`config.mk`:
```
export PLATFORM = sky130hd
export DESIGN_NAME = rename_undo_log
export DESIGN_NICKNAME = d
export VERILOG_FILES = /design/src/rtl/rul_pkg.sv /design/src/rtl/rul_store.sv /design/src/rtl/rul_commit_scan.sv /design/src/rtl/rename_undo_log.sv
export SDC_FILE = /design/constraint.sdc
export NUM_CORES = 1
export LEC_CHECK = 0
export CORE_MARGIN = 2
export CORE_UTILIZATION = 30
export DETAILED_ROUTE_END_ITERATION = 10
export DONT_BUFFER_PORTS = 1
export GPL_TIMING_DRIVEN = 0
export PLACE_DENSITY_LB_ADDON = 0.12
export SLEW_MARGIN = 20
export SYNTH_ARGS = -nofsm -noshare
export SYNTH_HDL_FRONTEND = slang
export SYNTH_SLANG_ARGS = --single-unit
```
`constraint.sdc`:
```
create_clock -name clk -period 7.58 [get_ports clk]
set_input_delay 1.137 -clock clk [delete_from_list [all_inputs] [get_ports clk]]
set_output_delay 1.137 -clock clk [all_outputs]
set_load 0.05 [all_outputs]
```
`src/rtl/rul_pkg.sv`:
```
// Shared types for the rename undo log.
package rul_pkg;
    // State of the squash walker: idle or undoing from the youngest end.
    typedef enum logic {
        WALK_IDLE = 1'b0,
        WALK_UNDO = 1'b1
    } walk_e;
endpackage

```
`src/rtl/rul_store.sv`:
```
// Record storage of the undo log.
// Holds DEPTH records in plain registers. One write port at the tail, COMMIT_W
// read ports at consecutive slots from the head, and one read port at the
// youngest record. Assumes DEPTH is a power of two, so pointers wrap naturally.
module rul_store #(
    parameter int DEPTH    = 8,
    parameter int SEQ_W    = 8,
    parameter int AREG_W   = 5,
    parameter int PREG_W   = 7,
    parameter int COMMIT_W = 2,
    localparam int PTR_W   = $clog2(DEPTH)
) (
    input  logic                             clk,
    input  logic                             wr_en,
    input  logic [PTR_W-1:0]                 wr_ptr,
    input  logic [SEQ_W-1:0]                 wr_seq,
    input  logic [AREG_W-1:0]                wr_areg,
    input  logic [PREG_W-1:0]                wr_new,
    input  logic [PREG_W-1:0]                wr_old,
    input  logic [PTR_W-1:0]                 hd_ptr,
    output logic [COMMIT_W-1:0][SEQ_W-1:0]   hd_seq,
    output logic [COMMIT_W-1:0][PREG_W-1:0]  hd_old,
    input  logic [PTR_W-1:0]                 yg_ptr,
    output logic [SEQ_W-1:0]                 yg_seq,
    output logic [AREG_W-1:0]                yg_areg,
    output logic [PREG_W-1:0]                yg_new,
    output logic [PREG_W-1:0]                yg_old
);
    logic [SEQ_W-1:0]  seq_m  [DEPTH];
    logic [AREG_W-1:0] areg_m [DEPTH];
    logic [PREG_W-1:0] new_m  [DEPTH];
    logic [PREG_W-1:0] old_m  [DEPTH];

    // Write one record at the tail slot.
    always_ff @(posedge clk) begin
        if (wr_en) begin
            seq_m[wr_ptr]  <= wr_seq;
            areg_m[wr_ptr] <= wr_areg;
            new_m[wr_ptr]  <= wr_new;
            old_m[wr_ptr]  <= wr_old;
        end
    end

    // Read ports for the oldest COMMIT_W slots.
    for (genvar i = 0; i < COMMIT_W; i++) begin : g_hd
        logic [PTR_W-1:0] idx;
        assign idx       = hd_ptr + PTR_W'(i);
        assign hd_seq[i] = seq_m[idx];
        assign hd_old[i] = old_m[idx];
    end

    assign yg_seq  = seq_m[yg_ptr];
    assign yg_areg = areg_m[yg_ptr];
    assign yg_new  = new_m[yg_ptr];
    assign yg_old  = old_m[yg_ptr];
endmodule

```
`src/rtl/rul_commit_scan.sv`:
```
// Commit selector: decides which of the oldest COMMIT_W records retire.
// A slot is taken when it holds a record, its sequence number is at or below
// the limit, and every older slot is taken too. Assumes avail never exceeds
// the log occupancy.
module rul_commit_scan #(
    parameter int COMMIT_W = 2,
    parameter int SEQ_W    = 8,
    parameter int CNT_W    = 4,
    localparam int NF_W    = $clog2(COMMIT_W + 1)
) (
    input  logic                           en,
    input  logic [CNT_W-1:0]               avail,
    input  logic [SEQ_W-1:0]               limit,
    input  logic [COMMIT_W-1:0][SEQ_W-1:0] slot_seq,
    output logic [COMMIT_W-1:0]            take,
    output logic [NF_W-1:0]                n_take
);
    // Chain of slot qualifiers, each gated by its older neighbour.
    for (genvar i = 0; i < COMMIT_W; i++) begin : g_take
        logic ok;
        assign ok = (CNT_W'(i) < avail) && (slot_seq[i] <= limit);
        if (i == 0) begin : g_first
            assign take[i] = en && ok;
        end else begin : g_rest
            assign take[i] = take[i-1] && ok;
        end
    end

    // Number of slots taken this cycle.
    always_comb begin
        n_take = '0;
        for (int i = 0; i < COMMIT_W; i++) n_take = n_take + NF_W'(take[i]);
    end
endmodule

```
`src/rtl/rename_undo_log.sv`:
```
// Rename undo log, single thread.
// Keeps destination renames in allocation order. Commit frees from the oldest
// end, and a squash walks back from the youngest end one record per cycle.
// Assumes monotonic sequence numbers, DEPTH a power of two, COMMIT_W <= DEPTH.
module rename_undo_log #(
    parameter int DEPTH    = 16,
    parameter int SEQ_W    = 8,
    parameter int AREG_W   = 5,
    parameter int PREG_W   = 7,
    parameter int COMMIT_W = 2,
    parameter int CTR_W    = 16
) (
    input  logic                         clk,
    input  logic                         rst_n,
    input  logic                         alloc_valid,
    input  logic [SEQ_W-1:0]             alloc_seq,
    input  logic [AREG_W-1:0]            alloc_areg,
    input  logic [PREG_W-1:0]            alloc_new_preg,
    input  logic [PREG_W-1:0]            alloc_old_preg,
    output logic                         full,
    input  logic                         commit_valid,
    input  logic [SEQ_W-1:0]             commit_seq,
    input  logic                         squash_valid,
    input  logic [SEQ_W-1:0]             squash_seq,
    output logic                         busy,
    output logic                         restore_valid,
    output logic [AREG_W-1:0]            restore_areg,
    output logic [PREG_W-1:0]            restore_preg,
    output logic [PREG_W-1:0]            restore_new_preg,
    output logic [COMMIT_W-1:0]          free_valid,
    output logic [COMMIT_W*PREG_W-1:0]   free_preg,
    output logic [CTR_W-1:0]             commit_cnt,
    output logic [CTR_W-1:0]             undo_cnt
);
    import rul_pkg::*;

    localparam int PTR_W = $clog2(DEPTH);
    localparam int CNT_W = PTR_W + 1;
    localparam int NF_W  = $clog2(COMMIT_W + 1);

    logic [PTR_W-1:0] head_q, tail_q, yg_ptr;
    logic [CNT_W-1:0] cnt_q, avail;
    walk_e            walk_q;
    logic [SEQ_W-1:0] sq_seq_q;

    logic [COMMIT_W-1:0][SEQ_W-1:0]  hd_seq;
    logic [COMMIT_W-1:0][PREG_W-1:0] hd_old;
    logic [SEQ_W-1:0]  yg_seq;
    logic [AREG_W-1:0] yg_areg;
    logic [PREG_W-1:0] yg_new, yg_old;
    logic [COMMIT_W-1:0] take;
    logic [NF_W-1:0]     n_take;
    logic alloc_go, undo_go;

    // Derive the per-cycle actions from state and requests.
    always_comb begin
        yg_ptr   = tail_q - PTR_W'(1);
        full     = (cnt_q == CNT_W'(DEPTH));
        busy     = (walk_q == WALK_UNDO);
        undo_go  = busy && (cnt_q != '0) && (yg_seq > sq_seq_q);
        avail    = cnt_q - CNT_W'(undo_go);
        alloc_go = alloc_valid && !full && !squash_valid && !busy;
    end

    rul_store #(
        .DEPTH(DEPTH), .SEQ_W(SEQ_W), .AREG_W(AREG_W),
        .PREG_W(PREG_W), .COMMIT_W(COMMIT_W)
    ) u_store (
        .clk(clk), .wr_en(alloc_go), .wr_ptr(tail_q),
        .wr_seq(alloc_seq), .wr_areg(alloc_areg),
        .wr_new(alloc_new_preg), .wr_old(alloc_old_preg),
        .hd_ptr(head_q), .hd_seq(hd_seq), .hd_old(hd_old),
        .yg_ptr(yg_ptr), .yg_seq(yg_seq), .yg_areg(yg_areg),
        .yg_new(yg_new), .yg_old(yg_old)
    );

    rul_commit_scan #(
        .COMMIT_W(COMMIT_W), .SEQ_W(SEQ_W), .CNT_W(CNT_W)
    ) u_scan (
        .en(commit_valid), .avail(avail), .limit(commit_seq),
        .slot_seq(hd_seq), .take(take), .n_take(n_take)
    );

    // Pointers, occupancy and the walker state.
    always_ff @(posedge clk) begin
        if (!rst_n) begin
            head_q   <= '0;
            tail_q   <= '0;
            cnt_q    <= '0;
            walk_q   <= WALK_IDLE;
            sq_seq_q <= '0;
        end else begin
            head_q <= head_q + PTR_W'(n_take);
            tail_q <= tail_q + PTR_W'(alloc_go) - PTR_W'(undo_go);
            cnt_q  <= cnt_q + CNT_W'(alloc_go) - CNT_W'(undo_go) - CNT_W'(n_take);
            if (squash_valid) begin
                walk_q   <= WALK_UNDO;
                sq_seq_q <= squash_seq;
            end else if (busy && !undo_go) begin
                walk_q <= WALK_IDLE;
            end
        end
    end

    // Registered outputs towards the rename map, the free list and the totals.
    always_ff @(posedge clk) begin
        if (!rst_n) begin
            restore_valid    <= 1'b0;
            restore_areg     <= '0;
            restore_preg     <= '0;
            restore_new_preg <= '0;
            free_valid       <= '0;
            free_preg        <= '0;
            commit_cnt       <= '0;
            undo_cnt         <= '0;
        end else begin
            restore_valid <= undo_go;
            if (undo_go) begin
                restore_areg     <= yg_areg;
                restore_preg     <= yg_old;
                restore_new_preg <= yg_new;
            end
            free_valid <= take;
            free_preg  <= hd_old;
            commit_cnt <= commit_cnt + CTR_W'(n_take);
            undo_cnt   <= undo_cnt + CTR_W'(undo_go);
        end
    end
endmodule

```
== Yosys cells after proc, flatten, opt, wreduce, memory -nomap -nowiden ==
Memories as Yosys holds them, arrays and structs flattened. A register that Yosys moved wholly into a read port is not among the register bits.
Index checks and enable logic that the tools add are counted.
Storage, ports and cells
  ROM bits: 0
  logic and storage cells: 57
  bits of input ports: 48
  memories: 4
  flip-flop bits (word level): 57
  output and inout bits: 70
  latch bits: 0
  memory bits (writable): 432
Operators by class
  bitwise gates (word level): 0
  div/mod/pow operators: 0
  reductions and logical operators: 21
  add/subtract/negate cells: 12
  multiplexer cells: 5
  multipliers: 0
  order comparisons: 5
  eq/ne operators: 1
  shift-type cells: 0
Memory list
  u_store.seq_m: words 16, width 8, rd ports 3, clocked after Yosys merged registers in 1, wr ports 1, RTL line rul_store.sv:29  | logic [SEQ_W-1:0] seq_m [DEPTH];
  u_store.new_m: words 16, width 7, rd ports 1, clocked after Yosys merged registers in 1, wr ports 1, RTL line rul_store.sv:31  | logic [PREG_W-1:0] new_m [DEPTH];
  u_store.old_m: words 16, width 7, rd ports 3, clocked after Yosys merged registers in 3, wr ports 1, RTL line rul_store.sv:32  | logic [PREG_W-1:0] old_m [DEPTH];
  u_store.areg_m: words 16, width 5, rd ports 1, clocked after Yosys merged registers in 1, wr ports 1, RTL line rul_store.sv:30  | logic [AREG_W-1:0] areg_m [DEPTH];
Operators by type and width (count)
  adder 16 x 1 -> 16 bit: 1
  adder 16 x 2 -> 16 bit: 1
  <= comparator 8 bit: 2
  logical AND 1 bit: 10
  less-than comparator 1 x 5 -> 1 bit, first input constant: 2
  subtractor 5 x 1 -> 5 bit: 2
  logical NOT 1 bit: 9
  > comparator 8 bit: 1
  adder 5 x 1 -> 5 bit: 1
  equality test 5 bit, second input constant: 1
  nonzero test 5 bit: 1
  subtractor 5 x 2 -> 5 bit: 1
  adder 4 x 1 -> 4 bit: 1
  adder 4 x 1 -> 4 bit, second input constant: 1
  adder 4 x 2 -> 4 bit: 1
  two-way mux 1 bit: 4
  two-way mux 4 bit: 1
  subtractor 4 x 1 -> 4 bit: 1
  subtractor 4 x 1 -> 4 bit, second input constant: 1
  adder 1 x 1 -> 2 bit: 1
  nonzero test 2 bit: 1

== Logic depth before layout (Yosys ltp) ==
An unclocked memory read counts as a cell.
  word-level depth: 12
  depth in mapped cells: 36
  gate-level depth less buffers: 30

== By module ==
Synthesis repeated with hierarchy kept, for this count alone.
Unflattened totals
  cells, all modules: 1434
  area, all modules: 24669.9 sq um
Modules (own cells, without submodules)
  rul_store: instances 1, area each 20155.6 sq um, cells an instance 969, sequential area each 12972.4 sq um
  rename_undo_log: instances 1, area each 4048.9 sq um, cells an instance 404, sequential area each 1801.7 sq um
  rul_commit_scan: instances 1, area each 465.4 sq um, cells an instance 61, sequential area each 0.0 sq um

== Least setup slack after synthesis ==
No wires, ideal clock.
  path kind: flip-flop to flip-flop
  start point: register tail_q[0]
  end point: register cnt_q[3]
  clock period less this slack: 7.315 ns
  arrival: 7.187 ns
  path buffers: 8
  required time: 7.452 ns
  stages on the path, launching flop included: 37
  path slack: 0.265 ns
  library setup time: 0.128 ns
  path through: dfxtp_1 buf_6 buf_6 buf_2 inv_1 ha_1 clkbuf_1 buf_2 clkbuf_1 mux4_2 mux4_2 ha_1 a21oi_1 o22ai_1 nor3_1 o31ai_1 o2111ai_1 buf_2 inv_2 ha_1 ha_1 nor3_1 a31o_1 nand3_1 o211a_1 o21a_1 buf_2 xnor2_1 ha_1 a21oi_1 fa_1 inv_1 ha_1 inv_1 fa_1 xnor2_1 nor2_1
Between the ends
  cells in the longest elaborated chain, start to end: 11
  elaborated cells between the ends (all ways): 14
  those cells by class: add/sub: 5; order compare: 3; reduce/logical: 5; memory: 1
RTL lines
  from (decl): RTL line rename_undo_log.sv:41  | logic [PTR_W-1:0] head_q, tail_q, yg_ptr;
  from (signal assigned): RTL line rename_undo_log.sv:94  | tail_q <= tail_q + PTR_W'(alloc_go) - PTR_W'(undo_go);
  subtractor 4 x 1 -> 4 bit (*): RTL line rename_undo_log.sv:57  | yg_ptr = tail_q - PTR_W'(1);
  memory (16 x 8 bit) (*)
  > comparator 8 bit (*): RTL line rename_undo_log.sv:60  | undo_go = busy && (cnt_q != '0) && (yg_seq > sq_seq_q);
  logical AND 1 bit (*): RTL line rename_undo_log.sv:60
  net undo_go: RTL line rename_undo_log.sv:53  | logic alloc_go, undo_go;
  subtractor 5 x 1 -> 5 bit: RTL line rename_undo_log.sv:61  | avail = cnt_q - CNT_W'(undo_go);
  less-than comparator 1 x 5 -> 1 bit: RTL line rul_commit_scan.sv:21  | assign ok = (CNT_W'(i) < avail) && (slot_seq[i] <= limit);
  logical AND 1 bit: RTL line rul_commit_scan.sv:21
  logical AND 1 bit: RTL line rul_commit_scan.sv:23  | assign take[i] = en && ok;
  logical AND 1 bit: RTL line rul_commit_scan.sv:25  | assign take[i] = take[i-1] && ok;
  adder 1 x 1 -> 2 bit: RTL line rul_commit_scan.sv:32  | for (int i = 0; i < COMMIT_W; i++) n_take = n_take + NF_W'(take[i]);
  subtractor 5 x 2 -> 5 bit (*): RTL line rename_undo_log.sv:95  | cnt_q <= cnt_q + CNT_W'(alloc_go) - CNT_W'(undo_go) - CNT_W'(n_take);
  to (signal assigned): RTL line rename_undo_log.sv:95
  to (decl): RTL line rename_undo_log.sv:42  | logic [CNT_W-1:0] cnt_q, avail;
Mark *: on every way through the listed nets, which the timed path passes. The rest lies on a longest branch.
A chain may end at the register's enable or synchronous reset.

== Worst setup path after layout ==
Ends and elaborated chain as after synthesis.

==> flow_summary.ini <==
[run_status]
outcome = completed

[clock_tree]
clockRootBuffer = clkbuf_16
cts.clk_slew.worst_paths_ns = 0.06
numCtsBuffers = 60
cts.sinks = 522
cts_tree = yes
clock_latency_ns = 0.66
htreeDepth = 2
hold_buffers = 0
cts_buffer_depth = 3

[sta]
setup_viol = 0
slew_violations = 0
rsz0062_at_grt = false
period_needed_ns = 7.16
finalSetupTns_ns = 0
fin_crit_sh_pct = 94.5
clock.fmax_mhz = 140
skew_ns = 0.0404
slew-limit-headroom_pct = 23.2
worst_pin_slew_ns = 1.15
finalHoldViolations = 0

[die]
io_pins = 118
initial_utilization_pct = 30.3
die_h_um = 289
die-area_um2 = 83800
row_count = 104
die_w_um = 289
coreArea_um2 = 80500

[yosys]
netlist_area_um2 = 24400
synth_top_area_share_pct = 53.1
synth-edff-count = 432
synth_top_area_cell = edfxtp_1
yosysSeqAreaShare_pct = 60.5
synth_ff_type = edfxtp_1
synth-seq-cells = 522
yosys.cell_types.count = 50
syn_nets = 1413
ys.warnings.count = 0
synthArstFlopShare_pct = 0
syn_inst = 1309
synth_area_leaders = edfxtp_1 53%, mux4_2 26%, dfxtp_1 7.4%
avgSynthCellArea_um2 = 18.7

[pwr]
p_int_mw = 6.79
p_leak_nw = 9.00
clkPwrFrac_pct = 27.4
switching_share_pct = 35.3
peakVddDrop_v = 0.000172
p_total_mw = 10.5
power.share.combinational_pct = 37.5
power_density_nw_per_um2 = 371
switching_power_mw = 3.71
p_seq_share_pct = 35.1

[min_path]
min_path_cells = 2
hp-class = flop to flop

[drt]
ant_nets = 0
wirelength_mm = 78.5
wl_per_cell_um = 31.4
vias = 13600
drc = 0
first_pass_iters = 5
viasPerCell = 5.42
drt_iter0_markers = 1259

[setup_path]
arrival_ns = 7.63
slowest_stage = mux4_2
r2r_cells = 33
critPathMaxFanout = 12
rrSetupSlack_ns = 0.42
worstSetupPathType = flop to flop
crit_required_ns = 8.05
crit_top_cell = ha_1
critPathLaunchType = flop
cp-end-kind = flop
cpPeakStageDelay_ns = 0.52

[run]
max-cap-violations = 0

[final_layout]
syn_to_final_growth_pct = 15.7
final_common_cell = edfxtp_1
final_cells = 2500
final_cell_mix = 432 x edfxtp_1, 278 x mux4_2, 89 x dfxtp_1, 62 x nor2_1, 61 x clkbuf_16
fillers = 7477
antenna_cells = 0
utilization_pct = 35.1
nets = 1493
drive_gt1_share_pct = 31.6

[placed_design]
dp.cells = 2378
gp_congestion = 0.770
portBuffers = 0
place_hpwl_mm = 48.9

[grt]
grt_start_max_net_pins = 28
grt_use_total_pct = 18.8
antenna_found_initial = 2
grt_pass1_wl_mm = 109
grt_pass1_vias = 13900
overflow = 0
kinds of logic after synthesis:
group	Yosys count	synth area share, %
AND/OR/NAND/NOR	192	3.91
adder cells (fa/ha/maj)	56	3.02
multiplexers	319	27.3
AO/OA/AOI/OAI	68	1.86
XOR/XNOR	28	1.06
flip-flops	522	60.5
buffers and inverters	124	2.40
layout make-up:
class | count | area [um2] | share of cell area (%)
clock inverter | 37 | 344 | 1.22
buffer | 77 | 523 | 1.85
sequential | 522 | 14800 | 52.3
inverter | 43 | 164 | 0.580
multi-input combinational | 663 | 9230 | 32.7
tap | 1060 | 1330 | 4.69
timing repair buffer | 22 | 318 | 1.12
clock buffer | 76 | 1580 | 5.60
metal layers:
metal / share of wire (%) / GRT usage [%]
met5: 0 / 0
met4: 2.0 / 4.24
met3: 7.1 / 4.17
met1: 44 / 26.5
met2: 47 / 29.7
synth_stat cells, types with 7 or more instances:
master    count
buf_2        27
clkbuf_1     33
a21oi_1      23
buf_4         9
o21ai_0      10
buf_6         7
ha_1         51
dfxtp_1      90
xor2_1       13
nand4_1      10
a211oi_1     15
mux2i_1      41
mux4_2      278
edfxtp_1    432
and2_1       20
xnor2_1      13
nor2_1       62
nand3_1      11
nand2_1      33
inv_1        41
or3_1         9
and3_1       23
power by group through the flow:
stage | clock network, mW | logic, mW | registers (mW)
6_report | 2.87 | 3.94 | 3.69
5_1_grt | 3.04 | 4.22 | 3.71
4_1_cts | 2.94 | 3.95 | 3.69
3_5_place_dp | 0 | 3.82 | 3.75
3_3_place_gp | 0 | 3.80 | 3.75
2_1_floorplan | 0 | 2.58 | 3.69
registers in the layout (all words and copies together) (netlist names), 5 cells and up:
register and flops:
restore_areg 5, u_store.old_m 112, commit_cnt 16, u_store.areg_m 80, free_preg 14, undo_cnt 16
restore_preg 7, u_store.new_m 112, u_store.seq_m 128, restore_new_preg 7, sq_seq_q 8, cnt_q 5
per-stage QoR:
stage                     area [um2]  hold WS [ns]  setup WS, ns
final                          28300         0.500         0.419
after global routing           28300         0.539        0.0375
after CTS                      28200         0.511        0.0293
after detailed placement       26000         0.490         -2.88
after global placement         25800         0.477         -2.84
after floorplan                24400         0.460         0.265
critical path, delay by kind of cell (launching register included):
family	cells	cell delay [ns]
xor+xnor	3	0.49
fa+ha+maj	7	2.02
simple gates	5	0.55
compound gates	6	1.18
flops	1	0.40
mux	2	0.87
buf+inv	10	1.42
path summary, 6_finish.rpt:
check	start	to
worst min-delay path	sq_seq_q[6]	sq_seq_q[6]
worst min register to register	sq_seq_q[6]	sq_seq_q[6]
worst max register to register	tail_q[0]	cnt_q[3]
worst max-delay path	tail_q[0]	cnt_q[3]
timing repair:
action	in CTS	in global routing
pin swaps	4	3
hold endpoints to repair	0	0
setup endpoints to repair	47	4
setup buffers	8	5
resized for setup	27	15
(Power assumes the default switching activity.)
